--- src/rtl/can_bittime_gen.sv ---
module can_bittime_gen #(
  parameter int PW     = 5,
  parameter int S1W    = 5,
  parameter int S2W    = 4,
  parameter int P_RST  = 1,
  parameter int S1_RST = 5,
  parameter int S2_RST = 2
) (
  input  logic           clk,
  input  logic           rst_n,
  input  logic           wr_en,
  input  logic [PW-1:0]  wr_presc,
  input  logic [S1W-1:0] wr_seg1,
  input  logic [S2W-1:0] wr_seg2,
  input  logic           cfg_unlock,
  input  logic           init,
  input  logic           run,
  output logic           tq_tick,
  output logic           bit_start,
  output logic           sample_pt,
  output logic           next_ready
);
  localparam int LMAX = (1 << S1W) + (1 << S2W) + 1;
  localparam int QW   = $clog2(LMAX);

  logic [PW-1:0]  presc_q;
  logic [S1W-1:0] seg1_q;
  logic [S2W-1:0] seg2_q;
  logic [PW-1:0]  pc;
  logic [QW-1:0]  qc;
  logic           nr_q;
  logic           active;
  logic           wr_ok;
  logic [QW-1:0]  q_last;
  logic [QW-1:0]  q_samp;

  assign active = run & ~init;
  assign wr_ok  = wr_en & cfg_unlock & init;
  assign q_last = QW'(seg1_q) + QW'(seg2_q) + QW'(2);
  assign q_samp = QW'(seg1_q) + QW'(1);

  assign tq_tick    = active & (pc == presc_q);
  assign bit_start  = active & (pc == '0) & (qc == '0);
  assign sample_pt  = tq_tick & (qc == q_samp);
  assign next_ready = active & nr_q;

  always_ff @(posedge clk or negedge rst_n) begin
    if (!rst_n) begin
      presc_q <= PW'(P_RST);
      seg1_q  <= S1W'(S1_RST);
      seg2_q  <= S2W'(S2_RST);
    end else if (wr_ok) begin
      presc_q <= wr_presc;
      seg1_q  <= wr_seg1;
      seg2_q  <= wr_seg2;
    end
  end

  always_ff @(posedge clk or negedge rst_n) begin
    if (!rst_n) begin
      pc   <= '0;
      qc   <= '0;
      nr_q <= 1'b0;
    end else if (!active) begin
      pc   <= '0;
      qc   <= '0;
      nr_q <= 1'b0;
    end else begin
      nr_q <= sample_pt;
      if (pc == presc_q) begin
        pc <= '0;
        qc <= (qc == q_last) ? '0 : qc + QW'(1);
      end else begin
        pc <= pc + PW'(1);
      end
    end
  end
endmodule

--- config.mk ---
export PLATFORM = sky130hd
export DESIGN_NAME = can_bittime_gen
export DESIGN_NICKNAME = d
export VERILOG_FILES = /design/src/rtl/can_bittime_gen.sv
export SDC_FILE = /design/constraint.sdc
export NUM_CORES = 1
export LEC_CHECK = 0
export BUFFER_PORTS_ARGS = -buffer_cell sky130_fd_sc_hd__buf_2
export CAP_MARGIN = 15
export CORE_MARGIN = 2
export CORE_UTILIZATION = 57
export DETAILED_ROUTE_END_ITERATION = 10
export PLACE_DENSITY = 0.91
export SYNTH_ARGS = -nofsm -noshare
export SYNTH_HDL_FRONTEND = slang
export SYNTH_SLANG_ARGS = --single-unit
--- constraint.sdc ---
create_clock -name clk -period 2.9 [get_ports clk]
set_input_delay 0.58 -clock clk [delete_from_list [all_inputs] [get_ports clk]]
set_output_delay 0.58 -clock clk [all_outputs]
set_load 0.005 [all_outputs]
# Yosys cells after proc, flatten, opt, wreduce, memory -nomap -nowiden
# Index checks and enable logic that the tools add are counted.
dict set report op_classes {
  n_mux 6
  n_reduce_logical 2
  addsub 5
  bitwise 9
  n_eq_ne 4
}
# operator n
set ops {}
lappend ops {{6-bit 2-to-1 mux} 3}
lappend ops {{6-bit == test} 2}
lappend ops {{5-bit 2-to-1 mux} 2}
lappend ops {{1-bit AND} 8}
lappend ops {{5-bit by 1-bit adder with 6-bit output, second input constant} 1}
lappend ops {{5-bit by 4-bit adder with 6-bit output} 1}
lappend ops {{6-bit by 1-bit adder with 6-bit output, second input constant} 1}
lappend ops {{6-bit by 2-bit adder with 6-bit output, second input constant} 1}
lappend ops {{6-bit zero test} 1}
lappend ops {{5-bit by 1-bit adder with 5-bit output, second input constant} 1}
lappend ops {{5-bit == test} 1}
lappend ops {{5-bit zero test} 1}
lappend ops {{2-bit by 1-bit != test with 1-bit output, second input constant} 1}
lappend ops {{1-bit 2-to-1 mux} 1}
lappend ops {{1-bit inverter} 1}
dict set report totals {
  ff_bits 26
  input_bits 20
}

# Longest topological paths before layout
# Gate-level depths: netlist of the first run.
dict set report logic_depth {
  word_depth 6
  ltp_mapped 11
}

# Worst setup path before layout of the first run
# OpenSTA, ideal clock, no wires.
dict set report synth_path {
  kind {flip-flop to flip-flop}
  start {register seg2_q[1]}
  end {register qc[2]}
  setup_slack_ps 226
  n_path_buf 0
  path_stages_with_launch 12
  synth_period_minus_slack_ps 2674
  setup_time_ps 126
  arrival_time_ps 2548
  cell_sequence {dfstp_2 > inv_1 > ha_1 > inv_1 > ha_1 > inv_1 > fa_1 > xor2_1 > nand3_1 > nor4b_4 > a21oi_1 > a221o_1}
}
dict set report synth_via {
  elab_chain_len 6
}
# element line
set synth_lines {}
lappend synth_lines {{start, declared} 28} ;# logic [S2W-1:0] seg2_q;
lappend synth_lines {{start signal, assigned} 51} ;# seg2_q <= S2W'(S2_RST);
lappend synth_lines {{start signal, assigned} 55} ;# seg2_q <= wr_seg2;
lappend synth_lines {{5-bit by 4-bit adder with 6-bit output} 39} ;# assign q_last = QW'(seg1_q) + QW'(seg2_q) + QW'(2);
lappend synth_lines {{6-bit by 2-bit adder with 6-bit output} 39}
lappend synth_lines {{6-bit == test} 72} ;# qc <= (qc == q_last) ? '0 : qc + QW'(1);
lappend synth_lines {{6-bit 2-to-1 mux} 72}
lappend synth_lines {{6-bit 2-to-1 mux} 70} ;# if (pc == presc_q) begin
lappend synth_lines {{6-bit 2-to-1 mux} 64} ;# end else if (!active) begin
lappend synth_lines {{end signal, assigned} 72}
lappend synth_lines {{end, declared} 30} ;# logic [QW-1:0] qc;
# No other way between the ends. The select of a mux whose other input is x is not followed.
# A chain may end at the register's enable or synchronous reset.

# Worst setup path after layout of the first run
# Ends and elaborated chain as after synthesis.

==> qor.txt, run 1 <==
Status -> complete, no violations
Critical Path Fanout Max -> 5
Top-area cell type share of the netlist area -> 32.8%
Final Cycle Share -> 96.0%
H-tree Lvls -> 1
Initial antenna violation count -> 0
Final hold violation count -> 0
Sequential element share of the synthesized area -> 39.0%
Post-synth EDFFs -> 0
Core box area -> 0.00278 sq mm
Worst slew margin -> 54.8%
Crit start category -> flop
CTS sink count -> 26
DP Wirelength -> 2.54 mm
Slew Limit Fails -> 0
Final WS setup -> 117 ps
Gp weighted congestion -> 0.819
First drt pass iteration count -> 4
Chip Width -> 58.3 um
Worst min path class -> input pin to asynchronous set/reset pin
IO Count -> 24
Syn_area_per_cell -> 10.6 sq um
Crit path kind -> flop to flop
Final setup vio count -> 0
Clock-pin slew on the worst setup and hold paths -> 150 ps
CTS buffer count -> 3
Nets -> 215
Worst-Skew Late Latency -> 340 ps
Pin count of the biggest net entering global routing -> 27
CTS tree -> yes
Post-layout min period -> 2780 ps
Total die area -> 0.00340 sq mm
Yosys reg bits -> 26
# DRC -> 0
Hold Buf Count CTS -> 0
Hold_ws -> 208 ps
Rows -> 19
Overall routing resource usage -> 20.8%
Die Height -> 58.3 um
Overall power -> 1.01 mW
Post-synthesis cell type count -> 41
DP Worst Slack -> 12.6 ps
Iter 0 DRT Violations -> 53
P_leak -> 0.862 nW
Worst Tran Pin Value -> 677 ps
Post-route ant nets -> 0
Synth top area cells -> dfrtp_1 33%, ha_1 9.7%, mux2_2 9.4%
Layout cells sized above 1 -> 34.4%
Most frequent cell after synthesis -> dfrtp_1
Final WL -> 3.41 mm
Power Density -> 540 mW/mm^2
Area growth, synth to finish -> 11.3%
Fmax -> 359 MHz
Syn_nets -> 192
Synth Flop Type -> dfrtp_1
R2R setup slack -> 120 ps
Initial Utilization -> 60.4%
Max Cap Viol -> 0
Routed WL per cell -> 16.2 um
Post-synth top area cell -> dfrtp_1
GR Overflow Total -> 0
Post-synthesis cell count -> 158
Fraction of registers with async set/reset -> 100%
Post-synth top cells -> 22 x dfrtp_1, 14 x mux2_2, 13 x ha_1
Data required, critical path -> 3140 ps
Vias in the first global route -> 1,190
Root buffer cell -> clkbuf_4
Number of port buffers -> 23
Path depth of the worst reg2reg path -> 11
Warnings, synthesis -> 0
Synthesized area -> 0.00168 sq mm
Diodes inserted -> 0
Final Skew -> 16.4 ps
Crit path arrival time -> 3020 ps
Crit. End Element -> flop
Peak supply drop -> 0.445 mV
Via count -> 1,257
Vias per inst -> 5.96
Global-route wire length before repair -> 5.35 mm
Layout Utilization -> 67.3%
Clock Tree Buf Depth -> 2
==> per-layer routing <==
layer | global-route usage [%] | vias to the layer above | wire length (um)
met2 | 35.5 | 35 | 1660
met5 | 0 | - | 0
met1 | 28.0 | 614 | 1560
met3 | 2.42 | 10 | 143
li1 | - | 598 | -
met4 | 5.98 | 0 | 50
==> area by class of cell <==
cell class              count  area [sq um]
clock buffers               4          26.3
fillers                   206           911
inverters                  12          45.0
multi-input cells         114           982
flip-flops and latches     26           656
well taps                  31          38.8
repair buffers             24           123
==> kinds of logic after synthesis <==
logic type | Yosys count | share of synthesized area (%)
adder cells (fa/ha/maj) | 14 | 10.9
AND/OR/NAND/NOR | 44 | 14.2
AO/OA/AOI/OAI | 21 | 9.90
buffers and inverters | 18 | 5.21
multiplexers | 14 | 9.38
XOR/XNOR | 21 | 11.4
flip-flops | 26 | 39.0
==> per-stage QoR <==
stage / TNS, ps / instance area [sq um] / cells
floorplan: 0 / 1680 / 158
global placement: 0 / 1790 / 206
detailed placement: 0 / 1790 / 206
CTS: 0 / 1820 / 210
global route: -11.8 / 1870 / 211
finish: 0 / 1870 / 211
==> critical path, stage by stage (launching register included) <==
cell     delay, ps
dfstp_2        550
inv_1           60
ha_4           210
inv_2           70
ha_4           130
inv_2           40
fa_1           510
xor2_1         170
nand3_1        140
nor4b_4        370
a21oi_2        130
a221o_1        340
==> flip-flops by register name (all words and copies together) (netlist names) <==
name     cells
pc           5
seg1_q       5
seg2_q       4
presc_q      5
nr_q         1
qc           6
==> power breakdown <==
group | total (mW) | switching [mW] | internal [mW]
sequential | 0.457 | 0.0472 | 0.410
combinational | 0.387 | 0.198 | 0.189
clock | 0.165 | 0.111 | 0.0540
total | 1.01 | 0.356 | 0.653
==> worst paths after layout <==
check,start,endpoint
min,rst_n,pc[3]
max in group asynchronous,rst_n,presc_q[0]
min reg2reg,seg2_q[2],seg2_q[2]
max,seg2_q[1],qc[2]
max reg2reg,seg2_q[1],qc[2]
min in group clk,wr_presc[3],presc_q[3]
==> cell usage in the layout, fill, tap and decap left out, drive strengths merged, types with 8 or more instances in the layout <==
| cell | synthesis | final |
|---|---|---|
| buf | 4 | 24 |
| dfrtp | 22 | 22 |
| ha | 13 | 13 |
| inv | 12 | 12 |
| mux2 | 14 | 14 |
| nand2 | 10 | 10 |
| nand3 | 10 | 10 |
| nor2 | 9 | 9 |
| xnor2 | 8 | 8 |
| xor2 | 13 | 13 |
==> repair_timing <==
| item | in CTS | in global routing |
|---|---|---|
| buffers inserted | 0 | 1 |
| resized for setup | 0 | 11 |
| endpoints found under the hold margin | 0 | 0 |
| setup endpoints to repair | 0 | 5 |
Note: power is estimated with default switching activity, not from simulation.
==> run 2: changes to the inputs <==
- RECOVER_POWER: unset -> 100
- TNS_END_PERCENT: unset -> 20
==> run 2 against run 1 <==
Compared with the run above: sequential cell count unchanged; non-clock buffer count unchanged; sequential share of layout area increased by 0.82 points; first-iteration DRC count decreased by 23%.
==> qor.txt, run 2 (synthesized netlist as in run 1, its figures left out) <==
Status -> complete, no violations (unchanged)
Max Cap Viol -> 0 (unchanged)
Rows -> 19 (unchanged)
H-tree Lvls -> 1 (unchanged)
Total die area -> 0.00340 sq mm (unchanged)
Most common cell after layout, fill and taps aside -> dfrtp_1 (was buf_2)
Filler cells -> 216 (was 206)
Vias per inst -> 5.97 (was 5.96)
CTS tree -> yes (unchanged)
Final Cell Area -> 0.00183 sq mm (was 0.00187 sq mm)
Final Cycle Share -> 96.8% (was 96.0%)
CP Capture Point -> sample_pt (was qc[2])
Net Sw Frac -> 34.4% (was 35.3%)
Routed WL per cell -> 15.8 um (was 16.2 um)
Clock-pin slew on the worst setup and hold paths -> 150 ps (about the same)
Overall routing resource usage -> 20.8% (unchanged)
Worst Tran Pin Value -> 1390 ps (was 677 ps)
Gp weighted congestion -> 0.819 (unchanged)
Max reg flops -> 6 (unchanged)
Slew Limit Fails -> 0 (unchanged)
Layout cells sized above 1 -> 28.9% (was 34.4%)
Clock network fraction of total power -> 16.5% (was 16.3%)
Worst r2r src -> seg2_q[1] (unchanged)
Crit start category -> flop (unchanged)
Final setup vio count -> 0 (unchanged)
CTS buffer count -> 3 (unchanged)
Initial antenna violation count -> 0 (unchanged)
Data required, critical path -> 2320 ps (was 3140 ps)
Initial Utilization -> 60.4% (unchanged)
Nets -> 215 (unchanged)
Combinational Power Share -> 36.7% (was 38.4%)
Area growth, synth to finish -> 8.79% (was 11.3%)
Worst min path class -> input pin to flop (was input pin to asynchronous set/reset pin)
DP Area -> 0.00179 sq mm (unchanged)
Clock Tree Buf Depth -> 2 (unchanged)
CP Launch Point -> pc[2] (was seg2_q[1])
Core box area -> 0.00278 sq mm (unchanged)
R2R setup slack -> 100 ps (was 120 ps)
Setup TNS -> 0 ps (unchanged)
Final Skew -> 15.7 ps (was 16.4 ps)
Post-route ant nets -> 0 (unchanged)
Hold depth -> 2
Via count -> 1,259 (was 1,257)
Switch Pwr -> 0.336 mW (was 0.356 mW)
Critical R2R Capture -> qc[2] (unchanged)
P_leak -> 0.848 nW (was 0.862 nW)
Worst slew margin -> 7.55% (was 54.8%)
Final hold violation count -> 0 (unchanged)
Internal power -> 0.641 mW (was 0.653 mW)
CTS sink count -> 26 (unchanged)
DP Wirelength -> 2.54 mm (unchanged)
Crit path kind -> flop to primary output (was flop to flop)
Global-route wire length before repair -> 5.35 mm (unchanged)
Vias in the first global route -> 1,190 (unchanged)
Path depth of the worst reg2reg path -> 11 (unchanged)
Post-layout min period -> 2810 ps (was 2780 ps)
Crit. End Element -> primary output (was flop)
Final WL -> 3.33 mm (was 3.41 mm)
Root buffer cell -> clkbuf_4 (unchanged)
Critical Path Fanout Max -> 7 (was 5)
Pin count of the biggest net entering global routing -> 27 (unchanged)
First drt pass iteration count -> 4 (unchanged)
Number of port buffers -> 23 (unchanged)
Commonest cells after routing, fill and taps aside -> 22 x dfrtp_1, 19 x buf_2, 14 x mux2_2 (was 23 x buf_2, 22 x dfrtp_1, 14 x mux2_2)
Peak supply drop -> 0.429 mV (was 0.445 mV)
Diodes inserted -> 0 (unchanged)
Fmax -> 356 MHz (was 359 MHz)
Top reg by flops -> qc (unchanged)
Worst-Skew Late Latency -> 320 ps (was 340 ps)
Layout Utilization -> 65.7% (was 67.3%)
Crit path arrival time -> 2230 ps (was 3020 ps)
Iter 0 DRT Violations -> 41 (was 53)
Power Density -> 534 mW/mm^2 (was 540 mW/mm^2)
# DRC -> 0 (unchanged)
Chip Width -> 58.3 um (unchanged)
Part of the power in registers -> 46.8% (was 45.3%)
GR Overflow Total -> 0 (unchanged)
IO Count -> 24 (unchanged)
Unrepaired setup endpoints after global routing -> true
Die Height -> 58.3 um (unchanged)
[run 2: changes by cell type in the layout (fill, tap and decap cells not counted), moves of 2 or more]
| cell | change |
|---|---|
| inv_2 | -2 |
| buf_2 | -4 |
| ha_4 | -2 |
| inv_1 | +2 |
| clkbuf_1 | +4 |
[run 2: worst max-delay path, stage by stage, from the launching register on]
cell and delay [ps]:
dfrtp_1 470, xor2_1 190, nor3_2 240, nand3_1 270
nor3_1 350, o221a_2 260, buf_2 110
[run 2: layer usage]
| layer | up-vias | part of all wire, % | track usage (%) |
|---|---|---|---|
| met5 | - | 0 | 0 |
| met4 | 0 | 0.63 | 5.98 |
| met3 | 2 | 4.1 | 2.42 |
| met2 | 41 | 50 | 35.5 |
| met1 | 617 | 45 | 28.0 |
| li1 | 599 | - | - |
[run 2: worst min path at each step]
stage / end / from / slack (ps)
after floorplan: nr_q / rst_n / 280
after global placement: seg2_q[2] / seg2_q[2] / 500
after detailed placement: seg2_q[2] / seg2_q[2] / 510
after CTS: pc[3] / rst_n / 240
after global routing: seg1_q[4] / wr_seg1[4] / 470
final: presc_q[3] / wr_presc[3] / 480
[run 2: power groups by stage]
stage          combinational (mW)  sequential, mW  clock [mW]
5_1_grt                     0.400           0.464       0.176
6_report                    0.358           0.457       0.161
4_1_cts                     0.355           0.455       0.165
3_3_place_gp                0.329           0.459           0
2_1_floorplan               0.282           0.447           0
3_5_place_dp                0.352           0.462           0
[run 2: through the flow]
step	cells	setup slack [ps]	hold WS (ps)	power (mW)
floorplan	158	226	284	0.729
global placement	206	149	500	0.789
detailed placement	206	12.6	515	0.815
CTS	210	7.72	239	0.975
global route	211	-80.8	471	1.04
finish	211	94.0	485	0.977
[run 2: repair_timing]
action	in CTS	in global routing
hold buffers	0	0
hold endpoints to repair	0	0
setup endpoints to repair	0	5
resized for setup	0	4
setup buffers	0	1
[run 2: cell type report]
| type | count | area [sq um] | share of cell area, % |
|---|---|---|---|
| Multi-Input combinational cell | 114 | 945 | 51.7 |
| Sequential cell | 26 | 656 | 35.9 |
| Timing Repair Buffer | 24 | 118 | 6.43 |
| Inverter | 12 | 45.0 | 2.46 |
| Tap cell | 31 | 38.8 | 2.12 |
| Clock buffer | 4 | 26.3 | 1.44 |
